===== config.mk =====
export PLATFORM = sky130hd
export DESIGN_NAME = quad_pwm
export DESIGN_NICKNAME = d
export VERILOG_FILES = /design/src/rtl/quad_pwm_pkg.sv /design/src/rtl/quad_pwm_ctrl.sv /design/src/rtl/quad_pwm_chan.sv /design/src/rtl/quad_pwm.sv
export SDC_FILE = /design/constraint.sdc
export NUM_CORES = 1
export LEC_CHECK = 0
export BUFFER_PORTS_ARGS = -buffer_cell sky130_fd_sc_hd__buf_4
export CAP_MARGIN = 20
export CORE_MARGIN = 8
export CORE_UTILIZATION = 43
export CTS_BUF_LIST = sky130_fd_sc_hd__clkbuf_4
export CTS_CLUSTER_DIAMETER = 80
export DETAILED_ROUTE_END_ITERATION = 7
export GPL_ROUTABILITY_DRIVEN = 0
export SLEW_MARGIN = 20
export SYNTH_ARGS = -nofsm -noshare
export SYNTH_HDL_FRONTEND = slang
export SYNTH_SLANG_ARGS = --single-unit

===== constraint.sdc =====
create_clock -name clk -period 6.3 [get_ports clk]
set_input_delay 0.945 -clock clk [delete_from_list [all_inputs] [get_ports clk]]
set_output_delay 0.945 -clock clk [all_outputs]
set_load 0.1 [all_outputs]

===== src/rtl/quad_pwm_pkg.sv =====
package quad_pwm_pkg;
  localparam int NCH  = 4;
  localparam int TB_W = 8;

  typedef struct packed {
    logic            en;
    logic [1:0]      divSel;
    logic [TB_W-1:0] tb;
    logic [TB_W-1:0] duty;
  } chanCfg_t;
endpackage


===== src/rtl/quad_pwm_ctrl.sv =====
module quad_pwm_ctrl
  import quad_pwm_pkg::*;
#(
  parameter int ADDR_W   = 5,
  parameter int DATA_W   = 32,
  parameter int DUTY_LSB = 16
) (
  input  logic                  clk,
  input  logic                  rst_n,
  input  logic                  wrEn,
  input  logic [ADDR_W-1:0]     addr,
  input  logic [DATA_W-1:0]     wrData,
  output logic [DATA_W-1:0]     rdData,
  output chanCfg_t [NCH-1:0]    cfgVec
);
  localparam int IDX_W   = ADDR_W - 2;
  localparam int DIV_LSB = NCH;
  localparam int CTRL_W  = NCH * 3;

  logic [CTRL_W-1:0] ctrlReg;
  logic [TB_W-1:0]   tbReg   [NCH];
  logic [TB_W-1:0]   dutyReg [NCH];
  logic [IDX_W-1:0]  wordIdx;

  assign wordIdx = addr[ADDR_W-1:2];

  always_ff @(posedge clk or negedge rst_n) begin
    if (!rst_n) begin
      ctrlReg <= '0;
      for (int ch = 0; ch < NCH; ch++) begin
        tbReg[ch]   <= '0;
        dutyReg[ch] <= '0;
      end
    end else if (wrEn) begin
      if (wordIdx == '0) ctrlReg <= wrData[CTRL_W-1:0];
      for (int ch = 0; ch < NCH; ch++) begin
        if (wordIdx == IDX_W'(ch + 1)) begin
          tbReg[ch]   <= wrData[TB_W-1:0];
          dutyReg[ch] <= wrData[DUTY_LSB +: TB_W];
        end
      end
    end
  end

  always_comb begin
    rdData = '0;
    if (wordIdx == '0) rdData[CTRL_W-1:0] = ctrlReg;
    for (int ch = 0; ch < NCH; ch++) begin
      if (wordIdx == IDX_W'(ch + 1)) begin
        rdData[TB_W-1:0]          = tbReg[ch];
        rdData[DUTY_LSB +: TB_W]  = dutyReg[ch];
      end
    end
  end

  for (genvar ch = 0; ch < NCH; ch++) begin : g_cfg
    assign cfgVec[ch].en     = ctrlReg[ch];
    assign cfgVec[ch].divSel = ctrlReg[DIV_LSB + 2*ch +: 2];
    assign cfgVec[ch].tb     = tbReg[ch];
    assign cfgVec[ch].duty   = dutyReg[ch];
  end
endmodule


===== src/rtl/quad_pwm_chan.sv =====
module quad_pwm_chan
  import quad_pwm_pkg::*;
#(
  parameter int PRE_A = 8,
  parameter int PRE_B = 64
) (
  input  logic     clk,
  input  logic     rst_n,
  input  chanCfg_t cfg,
  output logic     pwmOut,
  output logic     atStart
);
  localparam int A_W = $clog2(PRE_A);
  localparam int B_W = $clog2(PRE_B);

  logic [A_W-1:0]  aCnt;
  logic [B_W-1:0]  bCnt;
  logic [TB_W-1:0] stepCnt, actTb, actDuty;
  logic            aWrap, bWrap, aTick, stepTick, lastStep;

  assign aWrap    = (aCnt == A_W'(PRE_A - 1));
  assign bWrap    = (bCnt == B_W'(PRE_B - 1));
  assign aTick    = cfg.divSel[0] ? aWrap : 1'b1;
  assign stepTick = cfg.divSel[1] ? (aTick && bWrap) : aTick;
  assign lastStep = (actTb == '0) || (stepCnt == actTb - 1'b1);

  always_ff @(posedge clk or negedge rst_n) begin
    if (!rst_n) begin
      aCnt    <= '0;
      bCnt    <= '0;
      stepCnt <= '0;
      actTb   <= '0;
      actDuty <= '0;
    end else if (!cfg.en) begin
      aCnt    <= '0;
      bCnt    <= '0;
      stepCnt <= '0;
      actTb   <= cfg.tb;
      actDuty <= cfg.duty;
    end else begin
      if (cfg.divSel[0]) aCnt <= aWrap ? '0 : aCnt + 1'b1;
      if (cfg.divSel[1] && aTick) bCnt <= bWrap ? '0 : bCnt + 1'b1;
      if (stepTick) begin
        if (lastStep) begin
          stepCnt <= '0;
          actTb   <= cfg.tb;
          actDuty <= cfg.duty;
        end else begin
          stepCnt <= stepCnt + 1'b1;
        end
      end
    end
  end

  assign pwmOut  = cfg.en && (actTb != '0) && (stepCnt < actDuty);
  assign atStart = (stepCnt == '0);
endmodule


===== src/rtl/quad_pwm.sv =====
module quad_pwm
  import quad_pwm_pkg::*;
#(
  parameter int ADDR_W = 5,
  parameter int DATA_W = 32
) (
  input  logic              clk,
  input  logic              rst_n,
  input  logic              wrEn,
  input  logic [ADDR_W-1:0] addr,
  input  logic [DATA_W-1:0] wrData,
  output logic [DATA_W-1:0] rdData,
  output logic [NCH-1:0]    pwmOut
);
  chanCfg_t [NCH-1:0] cfgVec;
  logic     [NCH-1:0] atStart;

  quad_pwm_ctrl #(.ADDR_W(ADDR_W), .DATA_W(DATA_W)) ctrl_i (
    .clk(clk), .rst_n(rst_n), .wrEn(wrEn), .addr(addr),
    .wrData(wrData), .rdData(rdData), .cfgVec(cfgVec)
  );

  for (genvar ch = 0; ch < NCH; ch++) begin : g_chan
    quad_pwm_chan chan_i (
      .clk(clk), .rst_n(rst_n), .cfg(cfgVec[ch]),
      .pwmOut(pwmOut[ch]), .atStart(atStart[ch])
    );
  end
endmodule


---- Yosys cells after proc, flatten, opt, wreduce, memory -nomap -nowiden ----
Cells that the tools add are included.
operators by class
  reductions and logical operators ........ 38
  mux-type cells .......................... 77
  equality and inequality tests ........... 32
  magnitude comparators ................... 4
  add/sub/neg operators ................... 16
operators with widths
  operator                                                                 number
  8-bit 2-to-1 mux                                                         44
  6-bit 2-to-1 mux                                                         12
  3-bit 2-to-1 mux                                                         12
  8-bit by 1-bit adder with 8-bit output, second input constant            4
  8-bit equality test                                                      4
  8-bit zero test                                                          4
  8-bit < comparator                                                       4
  2-bit by 1-bit inequality test with 1-bit output, second input constant  16
  8-bit nonzero test                                                       4
  8-bit by 1-bit subtractor with 8-bit output, second input constant       4
  6-bit by 1-bit adder with 6-bit output, second input constant            4
  6-bit equality test, second input constant                               4
  2-bit AND reduction                                                      9
  1-bit logical AND                                                        16
  3-bit equality test, second input constant                               5
  3-bit by 1-bit adder with 3-bit output, second input constant            4
  12-bit 2-to-1 mux                                                        1
  1-bit 2-to-1 mux                                                         8
  3-bit by 2-bit equality test with 1-bit output, second input constant    2
  1-bit logical OR                                                         4
  3-bit by 1-bit equality test with 1-bit output, second input constant    1
  3-bit zero test                                                          1
storage, ports and cells
  bits of input ports ..................... 40
  output and inout port bits .............. 36
  register bits ........................... 208
  logic and storage cells ................. 196

---- Depth between registers and ports, before layout ----
Gate-level depths: netlist of run 1.
  depth in word-level cells ............... 6
  mapped depth ............................ 9
  depth with buffers taken out ............ 8

---- Hierarchy ----
From an unflattened synthesis of run 1, not the netlist that was laid out.
second synthesis, totals
  cell total of the unflattened synthesis .. 1006
  area, all modules ....................... 11846.4 µm²
modules (own cells, without submodules)
  module         times used  seq. area each (µm²)  area each (µm²)  cells an instance
  quad_pwm_chan  4           825.8                 2019.4           187
  quad_pwm_ctrl  1           1901.8                3768.6           258

---- Worst setup path before layout of run 1 ----
No wires, ideal clock.
  path type ............................... in2out
  start ................................... input port addr[2]
  end ..................................... output port rdData[16]
  required time ........................... 5.355 ns
  buffers on the path ..................... 3
  setup slack ............................. 1.704 ns
  stages on the path ...................... 5
  arrival time ............................ 3.651 ns
  cells stage by stage .................... clkbuf_1 buf_1 buf_1 mux2i_1 o22ai_1
on the way
  longest elaborated chain between the ends .. 5
  elaborated cells between the ends (all ways) .. 8
  classes of those cells .................. eq/ne: 4; mux: 4
RTL lines
  what                                            line                 RTL
  from (decl)                                     quad_pwm.sv:10       input logic [ADDR_W-1:0] addr,
  3-bit by 1-bit equality test with 1-bit output  quad_pwm_ctrl.sv:49  if (wordIdx == IDX_W'(ch + 1)) begin
  8-bit 2-to-1 mux (3 in series)                  quad_pwm_ctrl.sv:49
  8-bit 2-to-1 mux *                              quad_pwm_ctrl.sv:49
  to (decl)                                       quad_pwm.sv:12       output logic [DATA_W-1:0] rdData,
Every way passes the cells marked *; elsewhere a longest branch is shown, timed or not.

---- Worst setup path in the final report of run 1 ----
  start ................................... input port addr[2]
  end ..................................... output port rdData[6]
on the way
  longest elaborated chain between the ends .. 6
  elaborated cells between the ends (all ways) .. 10
  classes of those cells .................. eq/ne: 4; mux: 5; reduce/logical: 1
RTL lines
  what                            line                 RTL
  3-bit zero test                 quad_pwm_ctrl.sv:47  if (wordIdx == '0) rdData[CTRL_W-1:0] = ctrlReg;
  12-bit 2-to-1 mux               quad_pwm_ctrl.sv:47
  8-bit 2-to-1 mux (3 in series)  quad_pwm_ctrl.sv:49
  8-bit 2-to-1 mux *              quad_pwm_ctrl.sv:49
Marks and branches as above.

==> impl_metrics.toml, run 1 <==
[placement]
post_placement_setup_slack_ps = 2391
place_area_um2 = 12330
dp_hpwl_um = 19560
buffers_added_on_ports = 49

[timing]
timing.final.setup_violations = 0
relative_slew_slack_pct = 31.94
final.setup.worst_slack_ps = 2330
tns_ps = 0
clock_skew_ps = 41.84
slew_violations = 0
fin_crit_share_pct = 63.02
grt_setup_unrepaired = "no"
tightest_slew_ps = 1015
timing.fmax_mhz = 251.9
finalHoldViolCount = 0
fin_crit_ps = 3970

[setup_path]
required_ps = 5350
worstSetupPathType = "input pin to output pin"
path_buf_inv = 2
critical_path_s_slowest_cell = "sky130_fd_sc_hd__nor2b_1"
end_kind = "output pin"
r2r_end = "g_chan[1].chan_i.actTb[7]$_DFFE_PN0P_"
r2r-start = "g_chan[1].chan_i.actTb[2]$_DFFE_PN0P_"
setup_crit_start_kind = "input pin"
crit_path_max_fanout = 36
rr_worst_depth = 6
data_arrival_at_the_endpoint_of_the_critical_path_ps = 3030
critical-path-max-stage-delay_ps = 770
timing.reg2reg.setup_slack_ps = 3190
critical_path.top_delay_family = "buffers and inverters"
critical_path.most_common_cell = "sky130_fd_sc_hd__buf_4"
worstPathCellList = "buf_4 > nor2b_1 > a21oi_1 > o22ai_1 > buf_4"

[synthesis]
netlist_instances = 1124
avgSynthCellArea_um2 = 10.44
yosys.cell_types.count = 75
postSynthRegisterBits = 208
synth.yosys.warnings = 0
simple_logic_cell_fraction_of_the_synthesized_area_pct = 14.22
synth_top_cell_by_area = "sky130_fd_sc_hd__dfrtp_1"
synth_top_flop_cell = "sky130_fd_sc_hd__dfrtp_1"
synth_xor_xnor_area_share_pct = 3.507
yosys-top-cells-area = "sky130_fd_sc_hd__dfrtp_1 44%, sky130_fd_sc_hd__mux2_2 11%, sky130_fd_sc_hd__ha_1 5.5%"
post_synth_fa_ha_maj_area_fraction_pct = 5.544
synth-edff-count = 0
synth-compound-area-share_pct = 13.13
synth_top_family_by_area = "multiplexers"
post_synth_mux_area_share_pct = 14.74
ys_async_sr_fraction_pct = 100.0
synth_top_area_share_pct = 44.35
synth_sequential_area_ratio_pct = 44.35
synth_cell_area_um2 = 11740

[detailed_routing]
drt_iter0_markers = 524
drcViolationCount = 0
wl_per_cell_um = 17.91
wl_um = 27950
detail-route-antenna-nets = 0
vias_per_cell = 5.589
route.vias.total = 8719
drt_pre_antenna_iters = 4

[floorplanning]
placement_rows = 60
core_region_area_um2 = 26880
io_pins = 76
floorplan.die.height_um = 181.2
die_width_um = 181.2
die_area_um2 = 32840
initial_util_pct = 43.67

[cts]
htreeDepth = 2
post_cts_buffers = 0
insertion_delay_of_the_later_clocked_pin_in_the_worst_skew_pair_ps = 680
postCtsResizedCells = 0
clock_sink_count = 208
tritoncts = "done"
cts_max_path_buffers = 3
ctsRootBufferMaster = "sky130_fd_sc_hd__clkbuf_4"
clock_edge_transition_at_the_registers_on_the_reported_setup_and_hold_paths_ps = 70
cts-buffers-inserted = 58
holdBufCountCts = 0

[power]
p_sw_share_pct = 39.82
sequentialPowerShare_pct = 40.9
total_power_consumption_mw = 5.208
leakagePower_nw = 5.946
clock_power_share_pct = 22.1
p_int_mw = 3.134
p_comb_share_pct = 37.1
irDropWorstVdd_mv = 0.1703
pwr_density_cell_nw_per_um2 = 399.8
power.switching_mw = 2.074

[cells_and_area]
core_utilization_of_the_finished_layout_pct = 48.47
fin_nets = 1275
final_cell_area_um2 = 13030
flow.area_growth_from_synthesis_pct = 10.99
final_layout_size_suffix_gt1_share_pct = 23.83

[global_routing]
grt_first_pass_wirelength_um = 46710
grt_use_total_pct = 17.24
grt_antenna_before_repair = 1
number_of_global_route_vias_before_repair = 8682
grt_start_max_net_pins = 108
overflow_after_grt = 0

[worst_hold_path]
hold_path_class = "input pin to async pin"

[outcome]
run_status = "finished clean"

[job]
timing.max_cap.violations = 0
==> layer usage <==
metal	wire, um	GRT usage, %	vias to the layer above
li1	-	-	4213
met1	13930	24.49	4266
met2	12200	26.06	184
met3	1144	3.109	56
met4	678	5.805	0
met5	0	0	-
==> Yosys cell counts (all sizes together), types with 5 or more instances <==
library cell / instances
a31oi: 19
a22oi: 13
a21boi: 5
inv: 49
dfrtp: 208
nor3: 18
or2: 5
nand4: 16
nor2: 51
xnor2: 27
o21ai: 40
mux2: 121
and3: 35
nor4: 10
ha: 52
nor2b: 12
mux2i: 33
clkbuf: 45
o22ai: 21
nand3: 33
a21oi: 54
and2: 15
a211oi: 5
nand2: 71
nand3b: 6
xor2: 20
nand2b: 16
o211ai: 23
buf: 23
a211o: 5
a21o: 9
==> power by group through the flow <==
stage | registers [mW] | logic, mW | clock network, mW
4_1_cts | 2.13 | 1.94 | 1.20
6_report | 2.13 | 1.93 | 1.15
5_1_grt | 2.19 | 2.15 | 1.27
3_5_place_dp | 2.15 | 1.93 | 0
3_3_place_gp | 2.15 | 1.88 | 0
2_1_floorplan | 1.96 | 1.63 | 0
==> logic make-up (layout without fill, tap and decap cells) <==
logic type / after synthesis / count (layout)
DFF: 208 / 208
adders and majority gates: 52 / 52
buffers and inverters: 118 / 200
other: 1 / 14
and+or+nand+nor: 314 / 314
muxes: 154 / 154
AOI/OAI and AO/OA: 230 / 230
xor gates and xnor gates: 47 / 47
==> worst max-delay path by stage <==
stage	startpoint	end	slack [ps]	cells past startpoint
global route	g_chan[3].chan_i.actTb[0]$_DFFE_PN0P_	pwmOut[3]	2180	7
global placement	addr[2]	rdData[22]	2440	5
CTS	g_chan[3].chan_i.actTb[0]$_DFFE_PN0P_	pwmOut[3]	2330	7
floorplan	addr[2]	rdData[16]	1700	5
finish	addr[2]	rdData[6]	2330	5
detailed placement	addr[2]	rdData[6]	2390	5
==> sequential cells by signal, summed over array words and instances (netlist names) <==
name / flops
ctrl_i.cfgVec: 64
ctrl_i.ctrlReg: 12
g_chan.chan_i.aCnt: 12
g_chan.chan_i.bCnt: 24
g_chan.chan_i.stepCnt: 32
g_chan.chan_i.actDuty: 32
g_chan.chan_i.actTb: 32
==> per-stage QoR <==
step / cells / hold slack [ps]
after global placement: 1462 / 487.7
final: 1560 / 334.2
after CTS: 1556 / 335.6
after global routing: 1560 / 352.8
after detailed placement: 1462 / 492.0
after floorplan: 1135 / 460.6
==> cell type report <==
class	instances	area, um^2
well taps	341	426.7
inverters	50	187.7
multi-input cells	809	6092
clock buffers	82	615.6
repair buffers	56	439.2
flip-flops and latches	208	5205
diodes	2	5.005
clock inverters	12	55.05
fillers	2535	13850
==> cell usage in the layout (no fill, tap or decap), types with 4 or more instances in the layout <==
cell / synthesis / routed
sky130_fd_sc_hd__dfrtp_1: 208 / 208
sky130_fd_sc_hd__mux2_2: 111 / 111
sky130_fd_sc_hd__clkbuf_4: 0 / 82
sky130_fd_sc_hd__nand2_1: 71 / 71
sky130_fd_sc_hd__buf_4: 17 / 54
sky130_fd_sc_hd__ha_1: 52 / 52
sky130_fd_sc_hd__nor2_1: 51 / 51
sky130_fd_sc_hd__a21oi_1: 52 / 51
sky130_fd_sc_hd__inv_1: 49 / 49
sky130_fd_sc_hd__o21ai_0: 39 / 38
sky130_fd_sc_hd__and3_1: 35 / 35
sky130_fd_sc_hd__mux2i_1: 33 / 33
sky130_fd_sc_hd__nand3_1: 33 / 33
sky130_fd_sc_hd__xnor2_1: 27 / 27
sky130_fd_sc_hd__o211ai_1: 23 / 23
sky130_fd_sc_hd__o22ai_1: 21 / 21
sky130_fd_sc_hd__xor2_1: 20 / 20
sky130_fd_sc_hd__a31oi_1: 19 / 19
sky130_fd_sc_hd__nor3_1: 18 / 17
sky130_fd_sc_hd__nand2b_1: 16 / 16
sky130_fd_sc_hd__nand4_1: 16 / 16
sky130_fd_sc_hd__and2_1: 14 / 14
sky130_fd_sc_hd__a22oi_1: 13 / 13
sky130_fd_sc_hd__nor2b_1: 12 / 12
sky130_fd_sc_hd__conb_1: 1 / 12
sky130_fd_sc_hd__nor4_1: 10 / 10
sky130_fd_sc_hd__mux2_4: 10 / 10
sky130_fd_sc_hd__a21o_1: 9 / 9
sky130_fd_sc_hd__clkinv_1: 1 / 9
sky130_fd_sc_hd__nand3b_1: 6 / 6
sky130_fd_sc_hd__a211o_1: 5 / 5
sky130_fd_sc_hd__or2_2: 5 / 5
sky130_fd_sc_hd__a21boi_0: 5 / 5
sky130_fd_sc_hd__a211oi_1: 4 / 4
sky130_fd_sc_hd__o21bai_1: 4 / 4
sky130_fd_sc_hd__or4b_2: 4 / 4
sky130_fd_sc_hd__o31ai_1: 4 / 4
(Power assumes the default switching activity.)
==> inputs of run 2 (changes only) <==
==> constraint.sdc (replaced) <==
create_clock -name clk -period 3.7 [get_ports clk]
set_input_delay 0.555 -clock clk [delete_from_list [all_inputs] [get_ports clk]]
set_output_delay 0.555 -clock clk [all_outputs]
set_load 0.1 [all_outputs]
==> impl_metrics.toml, run 2 (synthesis gave the netlist of run 1 again) <==
[outcome]
run_status = "finished clean"

[detailed_routing]
wl_um = 28370
route.vias.total = 8787
vias_per_cell = 5.565
detail-route-antenna-nets = 0
wl_per_cell_um = 17.97
drcViolationCount = 0
drt_iter0_markers = 559
drt_pre_antenna_iters = 5

[setup_path]
end_kind = "output pin"
setup_crit_start_kind = "flop"
crit_path_max_fanout = 7
critical-path-max-stage-delay_ps = 600
r2r-start = "g_chan[2].chan_i.actTb[2]$_DFFE_PN0P_"
rr_worst_depth = 7
timing.reg2reg.setup_slack_ps = 710
worstPathCellList = "or4_1 > o41ai_1 > a211o_1 > a31oi_1 > buf_4"
data_arrival_at_the_endpoint_of_the_critical_path_ps = 2760
worstSetupPathType = "flop to output pin"
critical_path_s_slowest_cell = "sky130_fd_sc_hd__o41ai_1"
r2r_end = "g_chan[2].chan_i.actDuty[2]$_DFFE_PN0P_"
required_ps = 3140

[placement]
dp_hpwl_um = 20060
place_area_um2 = 12480
buffers_added_on_ports = 49
dpl.cell_count = 1476

[worst_hold_path]
holdCritStartpoint = "wrData[9]"
hold_path_class = "input pin to flop"
timing.hold.worst_endpoint = "ctrl_i.ctrlReg[9]$_DFFE_PN0P_"
hold_path_depth = 3

[cells_and_area]
core_utilization_of_the_finished_layout_pct = 49.11
mostFrequentLayoutCells = "208 x sky130_fd_sc_hd__dfrtp_1, 111 x sky130_fd_sc_hd__mux2_2, 78 x sky130_fd_sc_hd__clkbuf_4"
most_common_cell_after_layout_fill_and_taps_aside = "sky130_fd_sc_hd__dfrtp_1"
flow.area_growth_from_synthesis_pct = 12.46
final_layout_size_suffix_gt1_share_pct = 24.66
final_cell_area_um2 = 13200
non_filler_instance_count_after_layout = 1579
fin_nets = 1287
largest_register_ff_count = 64

[timing]
tns_ps = 0
finalHoldViolCount = 0
relative_slew_slack_pct = 41.39
grt_setup_unrepaired = "no"
tightest_slew_ps = 879.1
timing.final.setup_violations = 0
fin_crit_ps = 3319
fin_crit_share_pct = 89.72
timing.fmax_mhz = 301.3
clock_skew_ps = 46.02
slew_violations = 0

[floorplanning]
io_pins = 76
floorplan.die.height_um = 181.2
die_width_um = 181.2
placement_rows = 60
initial_util_pct = 43.67
core_region_area_um2 = 26880
die_area_um2 = 32840

[cts]
insertion_delay_of_the_later_clocked_pin_in_the_worst_skew_pair_ps = 680
htreeDepth = 2
cts-buffers-inserted = 57
clock_sink_count = 208
tritoncts = "done"
ctsRootBufferMaster = "sky130_fd_sc_hd__clkbuf_4"
holdBufCountCts = 1
postCtsResizedCells = 0
post_cts_buffers = 0
cts_max_path_buffers = 3
clock_edge_transition_at_the_registers_on_the_reported_setup_and_hold_paths_ps = 60

[job]
timing.max_cap.violations = 0

[power]
leakagePower_nw = 6.031
irDropWorstVdd_mv = 0.3289
pwr_density_cell_nw_per_um2 = 680.5

[global_routing]
overflow_after_grt = 0
grt_start_max_net_pins = 102
grt_use_total_pct = 17.36
grt_first_pass_wirelength_um = 47060
number_of_global_route_vias_before_repair = 8758
grt_antenna_before_repair = 1
[run 2: metrics by stage]
step           worst slack, ps  power [mW]  hold slack [ps]
3_3_place_gp             776.4       6.900            489.1
6_report                 380.5       8.982            83.25
2_1_floorplan            20.29       6.133            259.4
4_1_cts                  295.9       9.067            23.50
3_5_place_dp             739.5       6.986            489.1
5_1_grt                  169.6       9.634            43.50
[run 2: critical path, delay by kind of cell (launching register included)]
kind	cells	cell delay (ps)
AOI/OAI and AO/OA	3	820
buffers and inverters	1	250
DFF	1	440
and+or+nand+nor	1	590
[run 2: worst max path at each step]
| stage | from | endpoint |
|---|---|---|
| 2_1_floorplan | addr[2] | rdData[0] |
| 3_3_place_gp | g_chan[2].chan_i.actTb[2]$_DFFE_PN0P_ | g_chan[2].chan_i.actDuty[4]$_DFFE_PN0P_ |
| 3_5_place_dp | g_chan[2].chan_i.actTb[2]$_DFFE_PN0P_ | g_chan[2].chan_i.actDuty[2]$_DFFE_PN0P_ |
| 4_1_cts | g_chan[2].chan_i.actTb[3]$_DFFE_PN0P_ | pwmOut[2] |
| 5_1_grt | g_chan[2].chan_i.actTb[2]$_DFFE_PN0P_ | pwmOut[2] |
| 6_report | g_chan[2].chan_i.actTb[2]$_DFFE_PN0P_ | pwmOut[2] |
[run 2: layout make-up]
type / count / area [um^2]
diodes: 1 / 2.502
clock buffers: 78 / 585.6
clock inverters: 23 / 121.4
fillers: 2482 / 13680
inverters: 50 / 187.7
multi-input cells: 809 / 6131
flip-flops and latches: 208 / 5205
well taps: 341 / 426.7
repair buffers: 69 / 539.3
[run 2: layer usage]
metal | GRT usage, % | wire, um | vias up
met1 | 25.11 | 14240 | 4311
met5 | 0 | 0 | -
met2 | 25.70 | 12250 | 185
met4 | 5.215 | 542 | 0
li1 | - | - | 4246
met3 | 3.511 | 1338 | 45
[run 2: power by group]
part,internal (mW),switching [mW],total [mW]
logic,1.47,1.86,3.33
clock network,1.05,0.985,2.03
registers,2.89,0.731,3.62
